### src/rtl/ata_tf_pkg.sv
package ata_tf_pkg;

  localparam int REG_W  = 8;
  localparam int ADDR_W = 3;

  typedef enum logic [ADDR_W-1:0] {
    OFF_DATA   = 3'd0,
    OFF_ERR    = 3'd1,
    OFF_COUNT  = 3'd2,
    OFF_SECTOR = 3'd3,
    OFF_CYLLO  = 3'd4,
    OFF_CYLHI  = 3'd5,
    OFF_SELECT = 3'd6,
    OFF_CMD    = 3'd7
  } tfOffset_t;

  // status bit positions
  localparam int ST_ERR  = 0;
  localparam int ST_DRQ  = 3;
  localparam int ST_DSC  = 4;
  localparam int ST_DRDY = 6;

  // error register values
  localparam logic [REG_W-1:0] ERR_ABORT = 8'h04;
  localparam logic [REG_W-1:0] ERR_DIAG  = 8'h01;

  // device-control soft reset bit
  localparam int CTL_SRST = 2;

  // reset signature of a packet device
  localparam logic [REG_W-1:0] SIG_LO = 8'h14;
  localparam logic [REG_W-1:0] SIG_HI = 8'hEB;

  // command codes
  localparam logic [REG_W-1:0] CMD_READ         = 8'h20;
  localparam logic [REG_W-1:0] CMD_READ_MULTI   = 8'hC4;
  localparam logic [REG_W-1:0] CMD_WRITE        = 8'h30;
  localparam logic [REG_W-1:0] CMD_WRITE_MULTI  = 8'hC5;
  localparam logic [REG_W-1:0] CMD_IDENTIFY     = 8'hEC;
  localparam logic [REG_W-1:0] CMD_PKT_IDENTIFY = 8'hA1;
  localparam logic [REG_W-1:0] CMD_PACKET       = 8'hA0;
  localparam logic [REG_W-1:0] CMD_SET_FEATURES = 8'hEF;
  localparam logic [REG_W-1:0] CMD_RECAL        = 8'h10;
  localparam logic [REG_W-1:0] CMD_INIT_PARAMS  = 8'h91;
  localparam logic [REG_W-1:0] CMD_IDLE_NOW     = 8'hE1;
  localparam logic [REG_W-1:0] CMD_SET_MULTI    = 8'hC6;
  localparam logic [REG_W-1:0] CMD_DEV_RESET    = 8'h08;
  localparam logic [REG_W-1:0] CMD_DIAG         = 8'h90;
  localparam logic [REG_W-1:0] CMD_SEC_LO       = 8'hF1;
  localparam logic [REG_W-1:0] CMD_SEC_HI       = 8'hF6;

  localparam logic [REG_W-1:0] FEAT_XFER_MODE = 8'h03;

  typedef struct packed {
    logic [1:0] secSize;
    logic       lba;
    logic       drv;
    logic [3:0] head;
  } selReg_t;

  // control -> datapath strobes
  typedef struct packed {
    logic             wrFeat;
    logic             wrCount;
    logic             wrSector;
    logic             wrCylLo;
    logic             wrCylHi;
    logic             wrSelect;
    logic             wrCmd;
    logic             rdErr;
    logic [REG_W-1:0] cmdErr;
  } tfStrobes_t;

endpackage

### src/rtl/ata_tf_ctrl.sv
module ata_tf_ctrl
  import ata_tf_pkg::*;
(
  input  logic              clk,
  input  logic              rstN,
  input  logic [ADDR_W-1:0] hostAddr,
  input  logic              altSel,
  input  logic              hostRd,
  input  logic              hostWr,
  input  logic [REG_W-1:0]  hostWdata,
  input  logic              selPresent,
  input  logic              selPacket,
  input  logic [REG_W-1:0]  featVal,
  input  logic              cmdDone,
  output tfStrobes_t        strb,
  output logic              irq,
  output logic              resetState,
  output logic              readStart,
  output logic              writeStart,
  output logic              identStart,
  output logic              packetStart,
  output logic              dataRdStb,
  output logic              dataWrStb
);

  logic tfRd, tfWr, cmdWr, statusRd, ctlWr;
  logic abortCmd, raiseNow, diagCmd;
  logic rdGo, wrGo, idGo, pkGo;

  assign tfRd     = hostRd && !altSel;
  assign tfWr     = hostWr && !altSel;
  assign cmdWr    = tfWr && (hostAddr == OFF_CMD);
  assign statusRd = tfRd && (hostAddr == OFF_CMD);
  assign ctlWr    = hostWr && altSel;

  // command decode, evaluated on the byte being written
  always_comb begin
    abortCmd = 1'b0;
    raiseNow = 1'b0;
    diagCmd  = 1'b0;
    rdGo     = 1'b0;
    wrGo     = 1'b0;
    idGo     = 1'b0;
    pkGo     = 1'b0;
    if (!selPresent) begin
      abortCmd = 1'b1;
      raiseNow = 1'b1;
    end else begin
      case (hostWdata)
        CMD_READ, CMD_READ_MULTI:   rdGo = 1'b1;
        CMD_WRITE, CMD_WRITE_MULTI: wrGo = 1'b1;
        CMD_IDENTIFY: begin
          raiseNow = 1'b1;
          if (selPacket) abortCmd = 1'b1;
          else           idGo     = 1'b1;
        end
        CMD_PKT_IDENTIFY: begin
          raiseNow = 1'b1;
          idGo     = 1'b1;
        end
        CMD_SET_FEATURES: begin
          raiseNow = 1'b1;
          abortCmd = (featVal != FEAT_XFER_MODE);
        end
        CMD_RECAL, CMD_INIT_PARAMS, CMD_IDLE_NOW,
        CMD_SET_MULTI, CMD_DEV_RESET:
          raiseNow = 1'b1;
        CMD_DIAG: begin
          raiseNow = 1'b1;
          diagCmd  = 1'b1;
        end
        CMD_PACKET: pkGo = 1'b1;
        default: begin
          // security class and unlisted codes: silent abort
          abortCmd = 1'b1;
        end
      endcase
    end
  end

  always_comb begin
    strb          = '0;
    strb.wrFeat   = tfWr && (hostAddr == OFF_ERR);
    strb.wrCount  = tfWr && (hostAddr == OFF_COUNT);
    strb.wrSector = tfWr && (hostAddr == OFF_SECTOR);
    strb.wrCylLo  = tfWr && (hostAddr == OFF_CYLLO);
    strb.wrCylHi  = tfWr && (hostAddr == OFF_CYLHI);
    strb.wrSelect = tfWr && (hostAddr == OFF_SELECT);
    strb.wrCmd    = cmdWr;
    strb.rdErr    = tfRd && (hostAddr == OFF_ERR);
    strb.cmdErr   = (abortCmd ? ERR_ABORT : '0) | (diagCmd ? ERR_DIAG : '0);
  end

  assign readStart   = cmdWr && rdGo;
  assign writeStart  = cmdWr && wrGo;
  assign identStart  = cmdWr && idGo;
  assign packetStart = cmdWr && pkGo;
  assign dataRdStb   = tfRd && (hostAddr == OFF_DATA);
  assign dataWrStb   = tfWr && (hostAddr == OFF_DATA);

  always_ff @(posedge clk) begin
    if (!rstN) begin
      irq <= 1'b0;
    end else if ((cmdWr && raiseNow) || cmdDone) begin
      irq <= 1'b1;
    end else if (statusRd) begin
      irq <= 1'b0;
    end
  end

  always_ff @(posedge clk) begin
    if (!rstN) begin
      resetState <= 1'b0;
    end else if (ctlWr && hostWdata[CTL_SRST]) begin
      resetState <= 1'b1;
    end else if (cmdWr) begin
      resetState <= 1'b0;
    end
  end

endmodule

### src/rtl/ata_tf_regs.sv
module ata_tf_regs
  import ata_tf_pkg::*;
(
  input  logic              clk,
  input  logic              rstN,
  input  tfStrobes_t        strb,
  input  logic [ADDR_W-1:0] hostAddr,
  input  logic              altSel,
  input  logic [REG_W-1:0]  hostWdata,
  input  logic [REG_W-1:0]  dataIn,
  input  logic              selPresent,
  input  logic              selPacket,
  input  logic              bufNonEmpty,
  input  logic              writeBusy,
  input  logic              resetState,
  output logic              selDrv,
  output logic [REG_W-1:0]  featVal,
  output logic [REG_W-1:0]  errVal,
  output logic [REG_W-1:0]  cmdCode,
  output logic [REG_W-1:0]  hostRdata
);

  logic [REG_W-1:0] countReg, sectorReg, cylLoReg, cylHiReg;
  selReg_t          selReg;
  logic [REG_W-1:0] statusByte;
  logic             showSig;

  always_ff @(posedge clk) begin
    if (!rstN) begin
      featVal   <= '0;
      countReg  <= '0;
      sectorReg <= '0;
      cylLoReg  <= '0;
      cylHiReg  <= '0;
      selReg    <= '0;
      cmdCode   <= '0;
    end else begin
      if (strb.wrFeat)   featVal   <= hostWdata;
      if (strb.wrCount)  countReg  <= hostWdata;
      if (strb.wrSector) sectorReg <= hostWdata;
      if (strb.wrCylLo)  cylLoReg  <= hostWdata;
      if (strb.wrCylHi)  cylHiReg  <= hostWdata;
      if (strb.wrSelect) selReg    <= selReg_t'(hostWdata);
      if (strb.wrCmd)    cmdCode   <= hostWdata;
    end
  end

  // error register: a command replaces it, an error read empties it
  always_ff @(posedge clk) begin
    if (!rstN) begin
      errVal <= '0;
    end else if (strb.wrCmd) begin
      errVal <= strb.cmdErr;
    end else if (strb.rdErr) begin
      errVal <= '0;
    end
  end

  assign selDrv = selReg.drv;

  always_comb begin
    statusByte          = '0;
    statusByte[ST_DRDY] = selPresent;
    statusByte[ST_DSC]  = selPresent;
    statusByte[ST_DRQ]  = bufNonEmpty || writeBusy;
    statusByte[ST_ERR]  = (errVal != '0);
  end

  assign showSig = resetState && selPacket;

  always_comb begin
    if (altSel) begin
      hostRdata = statusByte;
    end else begin
      case (hostAddr)
        OFF_DATA:   hostRdata = dataIn;
        OFF_ERR:    hostRdata = errVal;
        OFF_COUNT:  hostRdata = countReg;
        OFF_SECTOR: hostRdata = sectorReg;
        OFF_CYLLO:  hostRdata = showSig ? SIG_LO : cylLoReg;
        OFF_CYLHI:  hostRdata = showSig ? SIG_HI : cylHiReg;
        OFF_SELECT: hostRdata = selReg;
        default:    hostRdata = statusByte;
      endcase
    end
  end

endmodule

### src/rtl/ata_tf_top.sv
module ata_tf_top
  import ata_tf_pkg::*;
(
  input  logic              clk,
  input  logic              rstN,
  input  logic [ADDR_W-1:0] hostAddr,
  input  logic              altSel,
  input  logic              hostRd,
  input  logic              hostWr,
  input  logic [REG_W-1:0]  hostWdata,
  output logic [REG_W-1:0]  hostRdata,
  input  logic [REG_W-1:0]  dataIn,
  output logic              dataRdStb,
  output logic              dataWrStb,
  input  logic [1:0]        drivePresent,
  input  logic [1:0]        drivePacket,
  input  logic              bufNonEmpty,
  input  logic              writeBusy,
  input  logic              cmdDone,
  output logic              irq,
  output logic              readStart,
  output logic              writeStart,
  output logic              identStart,
  output logic              packetStart,
  output logic [REG_W-1:0]  cmdCode
);

  tfStrobes_t       strb;
  logic             selDrv, selPresent, selPacket, resetState;
  logic [REG_W-1:0] featVal, errVal;

  assign selPresent = drivePresent[selDrv];
  assign selPacket  = drivePacket[selDrv];

  ata_tf_ctrl u_ctrl (
    .clk(clk), .rstN(rstN), .hostAddr(hostAddr), .altSel(altSel),
    .hostRd(hostRd), .hostWr(hostWr), .hostWdata(hostWdata),
    .selPresent(selPresent), .selPacket(selPacket), .featVal(featVal),
    .cmdDone(cmdDone), .strb(strb), .irq(irq), .resetState(resetState),
    .readStart(readStart), .writeStart(writeStart),
    .identStart(identStart), .packetStart(packetStart),
    .dataRdStb(dataRdStb), .dataWrStb(dataWrStb)
  );

  ata_tf_regs u_regs (
    .clk(clk), .rstN(rstN), .strb(strb), .hostAddr(hostAddr),
    .altSel(altSel), .hostWdata(hostWdata), .dataIn(dataIn),
    .selPresent(selPresent), .selPacket(selPacket),
    .bufNonEmpty(bufNonEmpty), .writeBusy(writeBusy),
    .resetState(resetState), .selDrv(selDrv), .featVal(featVal),
    .errVal(errVal), .cmdCode(cmdCode), .hostRdata(hostRdata)
  );

endmodule

### config.mk
export PLATFORM = sky130hd
export DESIGN_NAME = ata_tf_top
export DESIGN_NICKNAME = d
export VERILOG_FILES = /design/src/rtl/ata_tf_pkg.sv /design/src/rtl/ata_tf_ctrl.sv /design/src/rtl/ata_tf_regs.sv /design/src/rtl/ata_tf_top.sv
export SDC_FILE = /design/constraint.sdc
export NUM_CORES = 1
export LEC_CHECK = 0
export ABC_AREA = 0
export BUFFER_PORTS_ARGS = -buffer_cell sky130_fd_sc_hd__buf_2
export CAP_MARGIN = 20
export CORE_MARGIN = 1
export CORE_UTILIZATION = 30
export DETAILED_ROUTE_END_ITERATION = 12
export SYNTH_ARGS = -nofsm -noshare
export SYNTH_HDL_FRONTEND = slang
export SYNTH_SLANG_ARGS = --single-unit
### constraint.sdc
create_clock -name clk -period 3.8 [get_ports clk]
set_input_delay 0.76 -clock clk [delete_from_list [all_inputs] [get_ports clk]]
set_output_delay 0.76 -clock clk [all_outputs]
set_load 0.005 [all_outputs]
Word level (Yosys, flattened, before mapping)
Index checks and enable logic that the tools add are counted.
Storage, ports and cells
  logic and storage cells: 102
  flip-flop bits (word level): 66
  bits of input ports: 31
  output and inout port bits: 23
Operators by class
  reduce and logical (&&, ||, !) cells: 33
  mux-type cells: 32
  bitwise gates (word level): 1
  equality and inequality tests: 22
  magnitude comparators: 1
Operator list (number)
  $eq A8 B8 Y1 const B: 10
  $pmux W8 S7: 1
  $mux W8: 5
  $mux W1: 23
  $logic_and A1 B1 Y1: 21
  $eq A8 B6 Y1 const B: 2
  $eq A3 B3 Y1 const B: 4
  $reduce_or A12 Y1: 1
  $reduce_or A9 Y1: 1
  $eq A8 B4 Y1 const B: 1
  $eq A8 B5 Y1 const B: 1
  $ne A8 B2 Y1 const B: 1
  $or A8 B8 Y8: 1
  $reduce_bool A8 Y1: 1
  $eq A3 B2 Y1 const B: 2
  $reduce_bool A2 Y1: 3
  $reduce_or A2 Y1: 2
  $eq A3 B1 Y1 const B: 1
  $logic_not A3 Y1: 1
  $mux W3: 1
  $pmux W1 S3: 1
  $logic_or A1 B1 Y1: 2
  $lt A1 B2 Y1 const B: 1
  $pmux W1 S2: 1
  $logic_not A1 Y1: 1

Logic depth before layout (Yosys ltp)
Gate-level depths: netlist of run 1.
  depth after elaboration: 8
  gate-level depth with buffers: 7
  depth with buffers taken out: 5

Modules after synthesis
From an unflattened synthesis of run 1, not the netlist that was laid out.
Second synthesis, totals
  cell total of the unflattened synthesis: 399
  area total of the unflattened synthesis: 3642.2 um2
By module, submodules not included
  ata_tf_regs: cells an instance 311, seq. area each 1281.2 um2, times used 1, area an instance 3057.9 um2
  ata_tf_ctrl: cells an instance 86, seq. area each 40.0 um2, times used 1, area an instance 561.8 um2
  ata_tf_top: cells an instance 2, seq. area each 0.0 um2, times used 1, area an instance 22.5 um2

Worst setup path before layout of run 1
OpenSTA, ideal clock, no wires.
  kind: input -> output
  start point: input hostWdata[6]
  end point: output readStart
  data arrival time: 2023 ps
  slack: 1017 ps
  path buffers: 0
  required time: 3040 ps
  cell stages on the path: 4
  cells stage by stage: or4_4 > or3_4 > o32a_1 > nor2_1
Between the ends
  cells in the longest elaborated chain, start to end: 5
  elaborated cells on any way between the ends: 6
  classes of those cells: 2 x eq/ne; 2 x mux; 2 x reduce/logical
Ends and longest elaborated chain
  from (decl): RTL line ata_tf_top.sv:10  | input logic [REG_W-1:0] hostWdata,
  $eq A8 B6 Y1 / $eq A8 B8 Y1 (equally long branches): RTL line ata_tf_ctrl.sv:49  | case (hostWdata)
  $reduce_or A2 Y1 *: RTL line ata_tf_ctrl.sv:49
  $mux W1 *: RTL line ata_tf_ctrl.sv:49
  $mux W1 *: RTL line ata_tf_ctrl.sv:45  | if (!selPresent) begin
  $logic_and A1 B1 Y1 *: RTL line ata_tf_ctrl.sv:94  | assign readStart = cmdWr && rdGo;
  to (decl): RTL line ata_tf_top.sv:21  | output logic readStart,
Mark *: on every way between the ends. The rest lies on a longest branch, timed or not.

Worst setup path after layout of run 1
  start point: input hostAddr[2]
  end point: output hostRdata[0]
Between the ends
  cells in the longest elaborated chain, start to end: 3
  elaborated cells on any way between the ends: 9
  classes of those cells: 6 x eq/ne; 2 x mux; 1 x reduce/logical
Ends and longest elaborated chain
  from (decl): RTL line ata_tf_top.sv:6  | input logic [ADDR_W-1:0] hostAddr,
  $eq A3 B3 Y1, or another cell as far along: RTL line ata_tf_regs.sv:75  | case (hostAddr)
  $pmux W8 S7 *: RTL line ata_tf_regs.sv:75
  $mux W8 *: RTL line ata_tf_regs.sv:72  | if (altSel) begin
  to (decl): RTL line ata_tf_top.sv:11  | output logic [REG_W-1:0] hostRdata,
Marks and branches as above.

==> parameters.txt, run 1 <==
Parameter                              Value

STA
  Max frequency ... 316 MHz
  Final setup margin ... 0.639 ns
  Tcrit/Tclk final ... between 80 and 90%
  Final hold violation count ... 0
  Max-slew headroom at the worst pin ... 41.1%
  Final max-slew violation count ... 0
  Post-layout minimum cycle time ... between 3 and 4 ns
  Worst hold margin ... 0.467 ns
  Clock Skews ... roughly 0.0056 ns
  RSZ-0062 raised after global routing ... false
  Setup Total Neg Slack ... 0 ns
  Setup violations, final ... 0
  Actual slew at the worst max-slew pin ... 0.883 ns

GRT
  Pin count of the biggest net entering global routing ... 62
  Number of antenna violations at the first check in global routing ... 0
  Met2 routing resource usage after global routing ... 27.5%
  GR Layer Usage met1 ... 23.0%
  Total overflow reported by the global router ... 0
  Grt peak-use layer ... met2
  Grt met3 use ... approximately 3.3%
  First-pass GRT wire length ... approximately 15 mm
  Vias in the first global route ... 2830
  Total routing usage reported by global routing ... roughly 18%

Placement
  Weighted congestion at the end of routability-driven global placement ... 0.853
  Final HPWL DP ... 6.72 mm
  Cell total after placement ... around 560
  Pre-CTS setup slack ... 0.679 ns
  Count of port buffers added during placement ... 53

Logic synthesis
  Post-synth EDFFs ... 0
  Synth Net Count ... 423
  Average size of a mapped cell ... between 8 and 9 µm²
  Predominant post-synthesis flop cell ... sky130_fd_sc_hd__dfxtp_1
  Yosys Warn Count ... 0
  Count of mapped cells out of synthesis ... 392
  Area fraction in compound gates after synthesis ... 17.6%
  Leading cell types by total area after synthesis ... sky130_fd_sc_hd__dfxtp_1 37%, sky130_fd_sc_hd__mux2i_1 11%, sky130_fd_sc_hd__nor2b_1 7.5%
  Xor/xnor cell area share of the yosys netlist ... 0%
  Sequential-to-total area share from yosys stat ... ~37%
  Post-synth cell types ... 47
  Post-synthesis mux area share ... 12.6%
  Simple logic cell fraction of the synthesized area ... between 20 and 30%
  Ys async rst share ... 0%
  Area leader, netlist ... sky130_fd_sc_hd__dfxtp_1
  Adder-cell share of the synthesized area ... 0%
  Combined area of all synthesized cells ... 3240 µm²
  Top cell type's share of synthesized area ... 37.1%
  Flop and latch count out of synthesis ... 60
  Dominant combinational cell family by area after synthesis ... simple AND/OR/NAND/NOR gates

Layout
  Multi-input gate area in the final layout ... 1890 µm²
  Fraction of final layout cells with drive strength greater than 1 ... roughly 19%
  Area of all sequential standard cells ... between 1000 and 1500 µm²
  Layout overhead on the synthesized area ... 17.3%
  Filler cells ... 1091
  Layout Nets ... 463
  Non-filler cells in the finished layout ... 573
  Number of antenna repair diodes ... 0

Critical path
  End of the worst register-to-register path ... u_regs.errVal[2]
  Series of cell instances along the critical path ... buf_2 -> nor2b_1 -> o2bb2ai_1 -> nand2_1 -> a41oi_1 -> o22a_1 -> buf_2
  Crit path launch type ... input pin
  Kind of end point of the critical path ... output pin
  Cell family contributing the most delay on the critical path ... buffers and inverters
  Most common cell on crit path ... sky130_fd_sc_hd__buf_2
  Maximum fanout along the worst path ... 34
  Register-to-register setup slack ... about 2.2 ns
  Critical path buffer and inverter count ... 2
  Worst Path Arrival ... 2.40 ns
  Length in cells of the worst reg-to-reg path ... 5
  Slowest library cell on the worst path ... sky130_fd_sc_hd__buf_2
  Stage delay of the slowest cell on the critical path ... 0.48 ns
  RR Startpoint ... u_regs.selDrv
  Worst Setup Path Type ... in -> out
  Data required time at the worst endpoint ... slightly above 3 ns
  Start point of the critical path ... hostAddr[2]

CTS
  Reg clk slew, reported paths ... 0.07 ns
  Clock Sinks ... 60
  Post-CTS Resized ... 0
  Clock Path Buffers ... 2
  Buffer count from post-CTS setup fixing ... 0
  CTS tree ... done
  Root Buffer Master ... sky130_fd_sc_hd__clkbuf_8
  Clock latency on the worst-skew pair ... 0.34 ns
  Maximum level of the CTS H-tree ... 3
  Number of CTS-inserted buffers ... 9
  CTS Hold Buffers Added ... 0

Floorplanning
  Area of the core ... 10400 µm²
  FP Rows ... 37
  Die Area ... ~11000 µm²
  Height of the die ... 106 µm
  Top-level port count ... 54
  Starting utilization of the core area ... 31.1%
  Die W ... 106 µm

Routing
  Routed wire length ... 9.58 mm
  Number of detailed-route iterations in the first pass ... 4
  Number of design rule violations left after detail routing ... 0
  Routed via count divided by cell count ... 5.26
  Number of antenna-violating nets in the routed design ... 0
  Number of design-rule violations left by the first detailed-router iteration ... about 260
  Count of vias placed by the detailed router ... between 3000 and 4000
  Average wire length per cell after detail routing ... 16.7 µm

Pwr
  Pwr/cell area ... 381 nW/µm²
  Max VDD drop ... 0.168 mV
  Overall power after layout ... about 1.4 mW
  Leak pwr ... 1.38 nW

Min path
  Startpoint of the worst hold path ... u_regs.cmdCode[0]
  Number of cells on the worst hold path ... 2
  Hold endpoint ... u_regs.cmdCode[0]
  HP Class ... reg -> reg

Flow run
  Max Cap Viol ... 0

Run status
  Run status ... completed
## synth_stat cells, types with 2 or more instances
library cell	n
sky130_fd_sc_hd__nor2_1	19
sky130_fd_sc_hd__a21oi_1	10
sky130_fd_sc_hd__mux2i_1	35
sky130_fd_sc_hd__o22ai_1	2
sky130_fd_sc_hd__dfxtp_1	60
sky130_fd_sc_hd__a41oi_1	4
sky130_fd_sc_hd__nor4_1	6
sky130_fd_sc_hd__clkbuf_1	19
sky130_fd_sc_hd__o32a_1	2
sky130_fd_sc_hd__nand2b_1	11
sky130_fd_sc_hd__nand3_1	21
sky130_fd_sc_hd__a22oi_1	4
sky130_fd_sc_hd__or4_1	2
sky130_fd_sc_hd__or3b_1	2
sky130_fd_sc_hd__a21boi_0	24
sky130_fd_sc_hd__or3_1	3
sky130_fd_sc_hd__mux2_2	5
sky130_fd_sc_hd__buf_2	7
sky130_fd_sc_hd__a31oi_1	4
sky130_fd_sc_hd__nor2b_1	39
sky130_fd_sc_hd__o22a_1	3
sky130_fd_sc_hd__and3_1	6
sky130_fd_sc_hd__a32oi_1	3
sky130_fd_sc_hd__o21ai_0	15
sky130_fd_sc_hd__inv_1	6
sky130_fd_sc_hd__nand2_1	54
sky130_fd_sc_hd__o21ai_1	2
sky130_fd_sc_hd__nor3_1	5
## sequential cells by signal, summed over array words and instances (netlist names)
signal	cells
u_regs.cmdCode	8
u_regs.countReg	8
u_regs.cylHiReg	8
u_regs.cylLoReg	8
u_regs.featVal	8
u_regs.sectorReg	8
u_regs.selReg	7
u_regs.errVal	2
u_ctrl.irq	1
u_ctrl.resetState	1
u_regs.selDrv	1
## routing by layer
metal  up-vias  wire (µm)
met5         -          0
met1      1440       4320
met2        89       4560
met3        24        448
met4         0        259
li1       1460          -
## worst reg2reg max path, stage by stage (launching register included)
cell	delay [ns]
sky130_fd_sc_hd__dfxtp_1	0.44
sky130_fd_sc_hd__mux2i_1	0.45
sky130_fd_sc_hd__nor3_1	0.07
sky130_fd_sc_hd__o21ai_0	0.16
sky130_fd_sc_hd__a21oi_1	0.08
sky130_fd_sc_hd__or3_1	0.34
## cells in the final DEF (no fill, tap or decap), types with 3 or more instances in the layout
cell and n:
sky130_fd_sc_hd__a32oi_1 3, sky130_fd_sc_hd__dfxtp_1 60, sky130_fd_sc_hd__a21boi_0 24, sky130_fd_sc_hd__inv_1 6, sky130_fd_sc_hd__nor3_1 5, sky130_fd_sc_hd__nor2_1 19
sky130_fd_sc_hd__nand2b_1 11, sky130_fd_sc_hd__or3_1 3, sky130_fd_sc_hd__a22oi_1 4, sky130_fd_sc_hd__o22a_1 3, sky130_fd_sc_hd__buf_2 53, sky130_fd_sc_hd__clkbuf_8 10
sky130_fd_sc_hd__and3_1 6, sky130_fd_sc_hd__nor4_1 6, sky130_fd_sc_hd__nand2_1 54, sky130_fd_sc_hd__a31oi_1 4, sky130_fd_sc_hd__o21ai_0 15, sky130_fd_sc_hd__nand3_1 21
sky130_fd_sc_hd__mux2i_1 35, sky130_fd_sc_hd__a21oi_1 10, sky130_fd_sc_hd__clkinv_2 3, sky130_fd_sc_hd__buf_4 4, sky130_fd_sc_hd__mux2_2 5, sky130_fd_sc_hd__a41oi_1 4
sky130_fd_sc_hd__nor2b_1 39
## worst max-delay path by stage
stage                   endpoint  slack, ns  depth (start not counted)
global route        hostRdata[0]       0.46                          7
CTS                 hostRdata[0]       0.68                          7
finish              hostRdata[0]       0.64                          7
global placement       readStart       0.70                          6
floorplan              readStart       1.02                          4
detailed placement    writeStart       0.68                          6
## kinds of logic after synthesis
family,after synthesis
and+or+nand+nor,176
AOI/OAI and AO/OA,82
DFF,60
muxes,40
buffers and inverters,34
## layout make-up
| type | count | share of cell area (%) |
|---|---|---|
| Clock buffer | 11 | 3.72 |
| Clock inverter | 5 | 1.98 |
| Inverter | 6 | 0.593 |
| Multi-Input combinational cell | 298 | 49.9 |
| Sequential cell | 60 | 31.6 |
| Tap cell | 136 | 4.48 |
| Timing Repair Buffer | 57 | 7.77 |
## through the flow
| stage | cell area, µm² | utilization (%) |
|---|---|---|
| 2_1_floorplan | 3240 | - |
| 3_3_place_gp | 3580 | 34.4 |
| 3_5_place_dp | 3580 | 34.4 |
| 4_1_cts | 3800 | 36.5 |
| 5_1_grt | 3800 | 36.5 |
| 6_report | 3800 | 36.5 |
## power by group
group          internal [mW]  switching (mW)  leakage, nW
clock network          0.384           0.262        0.113
registers              0.638         0.00583        0.485
logic                 0.0596          0.0985        0.785
total                   1.08           0.366         1.38
Note: power is estimated with default switching activity, not from simulation.
==> run 2, diff against run 1 <==
Settings changed: ABC_AREA 0 to 1.
Clock period 3.8 ns to 3.05 ns, I/O delays scaled along.
==> run 2 against run 1 <==
Net effect: die area shrank 13%; sequential cell count unchanged; global-route usage rose by 0.18 points; synthesized area is 13% lower; worst setup slack worse by 0.25 ns; total power increased by 15%; combinational power grew 3%; register-to-register slack worse by 0.44 ns; sequential share of layout area grew 4.3 points; via count down 4.8%; largest cell class unchanged; highest routed layer unchanged.
==> parameters.txt, run 2 <==
Parameter                              Value

STA
  Setup violations, final ... 0 (unchanged)
  Clock Skews ... 0.00865 ns (+0.00303 ns)
  Max frequency ... 376 MHz
  Tcrit/Tclk final ... 87.2%
  RSZ-0062 raised after global routing ... false
  Final hold violation count ... 0 (unchanged)
  Actual slew at the worst max-slew pin ... 0.835 ns (-0.0482 ns)
  Final max-slew violation count ... 0 (unchanged)
  Setup Total Neg Slack ... 0 ns (unchanged)
  Post-layout minimum cycle time ... approximately 2.7 ns
  Max-slew headroom at the worst pin ... 44.4% (+3.2 points)

Logic synthesis
  Combined area of all synthesized cells ... 2820 µm² (-13%)
  Post-synth EDFFs ... 0 (unchanged)
  Top cell type's share of synthesized area ... 42.6% (+5.6 points)
  Count of mapped cells out of synthesis ... 410 (+4.6%)
  Leading cell types by total area after synthesis ... sky130_fd_sc_hd__dfxtp_1 43%, sky130_fd_sc_hd__a21oi_1 13%, sky130_fd_sc_hd__o21ai_0 12%
  Flop and latch count out of synthesis ... 60 (unchanged)
  Yosys Warn Count ... 0 (unchanged)
  Predominant post-synthesis flop cell ... sky130_fd_sc_hd__dfxtp_1
  Post-synth cell types ... 24 (-49%)
  Sequential-to-total area share from yosys stat ... 42.6% (+5.6 points)
  Average size of a mapped cell ... 6.87 µm² (-17%)
  Synth Net Count ... 441 (+4.3%)
  Area leader, netlist ... sky130_fd_sc_hd__dfxtp_1
  Ys async rst share ... 0% (unchanged)
  Top cell types by occurrence after synthesis ... 71 x sky130_fd_sc_hd__a21oi_1, 71 x sky130_fd_sc_hd__nand2_1, 67 x sky130_fd_sc_hd__o21ai_0

Pwr
  Reg power frac ... 48.4% (+3.9 points)
  Pwr/cell area ... 499 nW/µm² (+31%)
  Overall power after layout ... 1.67 mW (+15%)
  Proportion of power drawn by combinational gates ... 9.7% (-1.2 points)
  Leak pwr ... 1.52 nW (+9.7%)
  Total internal power ... 1.25 mW (+16%)
  Switching pwr ... 420 µW (+15%)
  Clock network power share ... 41.9% (-2.7 points)
  Max VDD drop ... 0.181 mV (+7.9%)
  Switching share of power ... 25.1% (-0.18 points)

Min path
  Number of cells on the worst hold path ... 2 (unchanged)
  Startpoint of the worst hold path ... u_regs.featVal[3]
  Hold endpoint ... u_regs.featVal[3]
  HP Class ... reg -> reg

Layout
  Fraction of final layout cells with drive strength greater than 1 ... 17.8% (-0.72 points)
  Highest-count cells in the layout ignoring fill and taps ... 71 x sky130_fd_sc_hd__nand2_1, 71 x sky130_fd_sc_hd__a21oi_1, 67 x sky130_fd_sc_hd__o21ai_0
  Layout overhead on the synthesized area ... 18.9%
  Layout Nets ... 492 (+6.3%)
  Filler cells ... 943 (-14%)
  Number of antenna repair diodes ... 0 (unchanged)
  Post-route core utilization ... 37.7% (+1.2 points)

Routing
  Count of vias placed by the detailed router ... 2869 (-4.8%)
  Number of antenna-violating nets in the routed design ... 0 (unchanged)
  Number of design-rule violations left by the first detailed-router iteration ... 178 (-31%)
  Routed wire length ... 8.28 mm (-14%)
  Number of design rule violations left after detail routing ... 0 (unchanged)
  Routed via count divided by cell count ... 5.00 (-4.9%)
  Average wire length per cell after detail routing ... 14.4 µm (-14%)
  Number of detailed-route iterations in the first pass ... 5 (+1)

GRT
  Pin count of the biggest net entering global routing ... 58 (-6.5%)
  Vias in the first global route ... 2675 (-5.5%)
  Total overflow reported by the global router ... 0 (unchanged)
  Number of antenna violations at the first check in global routing ... 0 (unchanged)
  First-pass GRT wire length ... 13.3 mm (-12%)
  Total routing usage reported by global routing ... 17.7% (+0.18 points)

Placement
  Final HPWL DP ... 6.02 mm (-10%)
  Count of port buffers added during placement ... 53 (unchanged)
  Weighted congestion at the end of routability-driven global placement ... 0.867 (+1.6%)

Flow run
  Max Cap Viol ... 0 (unchanged)

Floorplanning
  Die W ... 98.9 µm (-6.6%)
  Height of the die ... 98.9 µm (-6.6%)
  FP Rows ... 34 (-8.1%)
  Die Area ... 9780 µm² (-13%)
  Starting utilization of the core area ... 31.7% (+0.58 points)
  Area of the core ... 8890 µm² (-15%)
  Top-level port count ... 54 (unchanged)

CTS
  Buffer count from post-CTS setup fixing ... 0 (unchanged)
  Maximum level of the CTS H-tree ... 3 (unchanged)
  Number of CTS-inserted buffers ... 9 (unchanged)
  Clock latency on the worst-skew pair ... 0.34 ns (about the same)
  CTS tree ... done
  Post-CTS Resized ... 0 (unchanged)
  Clock Sinks ... 60 (unchanged)
  Reg clk slew, reported paths ... 0.07 ns (about the same)
  Clock Path Buffers ... 2 (unchanged)
  CTS Hold Buffers Added ... 0 (unchanged)
  Root Buffer Master ... sky130_fd_sc_hd__clkbuf_8

Critical path
  Register-to-register setup slack ... 1.72 ns (-0.44 ns)
  Maximum fanout along the worst path ... 10 (-71%)
  Kind of end point of the critical path ... output pin
  Length in cells of the worst reg-to-reg path ... 5 (unchanged)
  Slowest library cell on the worst path ... sky130_fd_sc_hd__nor2_1
  Data required time at the worst endpoint ... 2.44 ns (-0.60 ns)
  Stage delay of the slowest cell on the critical path ... 0.40 ns (-0.08 ns)
  Crit path launch type ... flip-flop
  RR Startpoint ... u_regs.selDrv
  Worst Setup Path Type ... reg -> out
  End of the worst register-to-register path ... u_regs.errVal[2]
  Series of cell instances along the critical path ... o21ai_2 -> nor2_2 -> nor2_1 -> nand2_1 -> a41oi_1 -> buf_2
  Worst Path Arrival ... 2.05 ns (-0.35 ns)

Run status
  Run status ... completed
-- run 2: cell types whose count changed in the layout (fill, tap and decap cells not counted), moves of 6 or more --
cell and change:
sky130_fd_sc_hd__a21oi_1 +61, sky130_fd_sc_hd__o21ai_0 +52, sky130_fd_sc_hd__nor2b_1 -39, sky130_fd_sc_hd__mux2i_1 -34, sky130_fd_sc_hd__inv_1 +31, sky130_fd_sc_hd__nor2_1 +26
sky130_fd_sc_hd__a21boi_0 -24, sky130_fd_sc_hd__nand2_1 +17, sky130_fd_sc_hd__nand2b_1 -11, sky130_fd_sc_hd__nand3_1 -9, sky130_fd_sc_hd__and3_1 -6, sky130_fd_sc_hd__nor2_2 +6
sky130_fd_sc_hd__nor4_1 -6
-- run 2: logic make-up after synthesis --
logic type	Yosys count	share of synthesized area (%)
compound gates	148	27.7
mux	1	0.355
simple gates	145	21.3
flops	60	42.6
buf+inv	56	8.04
-- run 2: cell type report --
cell class | instances | area, µm² | area share (%)
multi-input cells | 294 | 1390 | 41.5
flip-flops and latches | 60 | 1200 | 35.9
repair buffers | 54 | 273 | 8.14
inverters | 42 | 158 | 4.71
clock buffers | 12 | 145 | 4.33
well taps | 108 | 135 | 4.03
clock inverters | 4 | 48.8 | 1.46
-- run 2: power by group through the flow --
| stage | registers (mW) | logic [mW] | clock network (mW) |
|---|---|---|---|
| after floorplan | 0.826 | 0.0910 | 0 |
| after global placement | 0.827 | 0.159 | 0 |
| after detailed placement | 0.827 | 0.161 | 0 |
| after CTS | 0.810 | 0.162 | 0.713 |
| after global routing | 0.811 | 0.181 | 0.745 |
| final | 0.810 | 0.162 | 0.700 |
-- run 2: how the worst max path moves through the flow --
stage | from | end | cells past startpoint
detailed placement | drivePacket[0] | hostRdata[3] | 7
global route | u_regs.selDrv | hostRdata[3] | 7
CTS | u_regs.selDrv | hostRdata[3] | 7
global placement | drivePacket[0] | hostRdata[6] | 7
floorplan | drivePacket[1] | hostRdata[0] | 9
finish | u_regs.selDrv | hostRdata[3] | 6
-- run 2: metrics by stage --
stage | setup slack [ns] | instance area [µm²] | cells | hold slack, ns
after floorplan | 1.03 | 2820 | 410 | 0.429
after CTS | 0.382 | 3350 | 574 | 0.453
after detailed placement | 0.444 | 3160 | 558 | 0.444
final | 0.390 | 3350 | 574 | 0.454
after global routing | 0.260 | 3350 | 574 | 0.478
after global placement | 0.489 | 3160 | 558 | 0.443
-- run 2: worst max-delay path, delay by kind of cell, from the launching register on --
kind | cells | cell delay, ns
simple gates | 3 | 0.66
compound gates | 2 | 0.54
flops | 1 | 0.36
buf+inv | 1 | 0.15
-- run 2: routing by layer --
metal  vias up  global-route usage, %  wire length, µm
met5         -                      0                0
met3        14                   3.05              355
met2        83                   28.3             3890
met4         0                   8.15              172
li1       1475                      -                -
met1      1297                   23.2             3860
==> run 3, diff against run 2 <==
Settings changed: CORE_UTILIZATION 30 to 44, PLACE_DENSITY set to 0.66.
==> run 3 against run 2 <==
Net effect: wire length grew 2.0%; non-clock buffer count is the same; sequential power is essentially flat; count of clock-buffer cells in the layout shrank 2; final area grew 0.41%; critical path type unchanged; hold slack gained 0.0055 ns; combinational power is essentially flat; register-to-register slack is essentially flat; first-iteration DRC count grew 130%.
==> parameters.txt, run 3 (same netlist as run 2, synthesis figures left out) <==
Parameter                              Value

Layout
  Filler cells ... 616 (-35%)
  Number of antenna repair diodes ... 0 (unchanged)
  Highest-count cells in the layout ignoring fill and taps ... 71 x sky130_fd_sc_hd__nand2_1, 71 x sky130_fd_sc_hd__a21oi_1, 67 x sky130_fd_sc_hd__o21ai_0
  Layout overhead on the synthesized area ... 19.4%
  Fraction of final layout cells with drive strength greater than 1 ... 18.2% (+0.43 points)
  Layout Nets ... 492 (unchanged)
  Non-filler cells in the finished layout ... 541 (-5.7%)

STA
  Actual slew at the worst max-slew pin ... 0.822 ns (-0.0128 ns)
  Max-slew headroom at the worst pin ... 45.2% (+0.85 points)
  Setup Total Neg Slack ... 0 ns (unchanged)
  Final max-slew violation count ... 0 (unchanged)
  Final hold violation count ... 0 (unchanged)
  Post-layout minimum cycle time ... 2.63 ns (-0.0351 ns)
  RSZ-0062 raised after global routing ... false
  Tcrit/Tclk final ... 86.1% (-1.2 points)
  Clock Skews ... 0.00369 ns (-0.00495 ns)
  Setup violations, final ... 0 (unchanged)
  Max frequency ... 381 MHz (+1.3%)

GRT
  First-pass GRT wire length ... 13.4 mm (+1.0%)
  Number of antenna violations at the first check in global routing ... 0 (unchanged)
  Pin count of the biggest net entering global routing ... 58 (unchanged)
  Vias in the first global route ... 2735 (+2.2%)
  Total routing usage reported by global routing ... 27.6% (+9.9 points)
  Total overflow reported by the global router ... 0 (unchanged)

Routing
  Routed wire length ... 8.44 mm (+2.0%)
  Routed via count divided by cell count ... 5.50 (+9.9%)
  Number of design-rule violations left by the first detailed-router iteration ... 401 (+130%)
  Number of antenna-violating nets in the routed design ... 0 (unchanged)
  Count of vias placed by the detailed router ... 2973 (+3.6%)
  Number of detailed-route iterations in the first pass ... 7 (+2)
  Average wire length per cell after detail routing ... 15.6 µm (+8.2%)
  Number of design rule violations left after detail routing ... 0 (unchanged)

CTS
  Reg clk slew, reported paths ... 0.07 ns (about the same)
  Root Buffer Master ... sky130_fd_sc_hd__clkbuf_8
  Maximum level of the CTS H-tree ... 3 (unchanged)
  Clock Path Buffers ... 2 (unchanged)
  Clock latency on the worst-skew pair ... 0.34 ns (about the same)
  CTS Hold Buffers Added ... 0 (unchanged)
  Number of CTS-inserted buffers ... 9 (unchanged)
  Clock Sinks ... 60 (unchanged)
  CTS tree ... done
  Buffer count from post-CTS setup fixing ... 0 (unchanged)
  Post-CTS Resized ... 0 (unchanged)

Pwr
  Max VDD drop ... 0.367 mV (+100%)
  Leak pwr ... 1.54 nW (+1.5%)
  Overall power after layout ... 1.86 mW (+11%)
  Pwr/cell area ... 554 nW/µm² (+11%)

Critical path
  Kind of end point of the critical path ... output pin
  Data required time at the worst endpoint ... 2.44 ns (about the same)
  Worst Path Arrival ... 2.02 ns (-0.03 ns)
  Maximum fanout along the worst path ... 10 (unchanged)
  Worst Setup Path Type ... reg -> out
  Crit path launch type ... flip-flop

Floorplanning
  Die Area ... 6720 µm² (-31%)
  Area of the core ... 6060 µm² (-32%)
  FP Rows ... 28 (-18%)
  Starting utilization of the core area ... 46.5% (+15 points)
  Die W ... 82.0 µm (-17%)
  Top-level port count ... 54 (unchanged)
  Height of the die ... 82.0 µm (-17%)

Placement
  Final HPWL DP ... 5.83 mm (-3.2%)
  Count of port buffers added during placement ... 53 (unchanged)
  Cell total after placement ... 525 (-5.9%)
  Weighted congestion at the end of routability-driven global placement ... 0.841 (-3.0%)

Run status
  Run status ... completed

Flow run
  Max Cap Viol ... 0 (unchanged)

Min path
  HP Class ... reg -> reg
-- run 3: changes by cell type in the layout (fill, tap and decap cells not counted), sizes merged --
cell      delta
clkinv       -1
clkinvlp     +1
bufinv       +2
clkbuf       -2
-- run 3: final cells by class --
class | count | area (µm²) | share of cell area (%)
Sequential cell | 60 | 1200 | 35.7
Clock inverter | 6 | 111 | 3.31
Clock buffer | 10 | 138 | 4.09
Multi-Input combinational cell | 294 | 1390 | 41.3
Timing Repair Buffer | 54 | 273 | 8.11
Inverter | 42 | 158 | 4.69
Tap cell | 75 | 93.8 | 2.79
-- run 3: power breakdown --
group          switching, mW  leakage, nW  internal, mW
registers            0.00866        0.486         0.801
clock network          0.326        0.122         0.565
logic                  0.111        0.931        0.0521
total                  0.446         1.54          1.42
-- run 3: through the flow --
stage                     setup WS (ns)  hold WS (ns)  utilization [%]  instance area [µm²]
final                             0.425         0.460             55.5                 3360
after global routing              0.278         0.476             55.5                 3360
after CTS                         0.424         0.462             55.5                 3360
after detailed placement          0.545         0.453             51.4                 3110
after global placement            0.531         0.445             51.4                 3110
after floorplan                    1.03         0.429                -                 2820
-- run 3: final timing paths --
| kind | cells past startpoint | to | slack, ns | start |
|---|---|---|---|---|
| max | 9 | hostRdata[0] | 0.42 | u_regs.selDrv |
| min | 2 | u_regs.featVal[7] | 0.46 | u_regs.featVal[7] |
| max reg2reg | 5 | u_regs.errVal[2] | 1.71 | u_regs.selDrv |
| min reg2reg | 2 | u_regs.featVal[7] | 0.46 | u_regs.featVal[7] |
-- run 3: worst max-delay path, cell delays in order (launching register included) --
cell and delay [ns]:
sky130_fd_sc_hd__dfxtp_1 0.45, sky130_fd_sc_hd__nand2_1 0.10, sky130_fd_sc_hd__o21ai_2 0.10, sky130_fd_sc_hd__nor2_2 0.13, sky130_fd_sc_hd__nor2_1 0.35, sky130_fd_sc_hd__nand2_1 0.10
sky130_fd_sc_hd__nand3_1 0.11, sky130_fd_sc_hd__nor3_1 0.05, sky130_fd_sc_hd__nor2_1 0.13, sky130_fd_sc_hd__buf_2 0.14
-- run 3: metal layers --
layer / vias to the layer above / wire length [µm] / track usage, %
met5: - / 0 / 0
met4: 0 / 188 / 12.1
met3: 20 / 715 / 6.78
met2: 128 / 3740 / 40.2
met1: 1349 / 3790 / 38.3
li1: 1476 / - / -
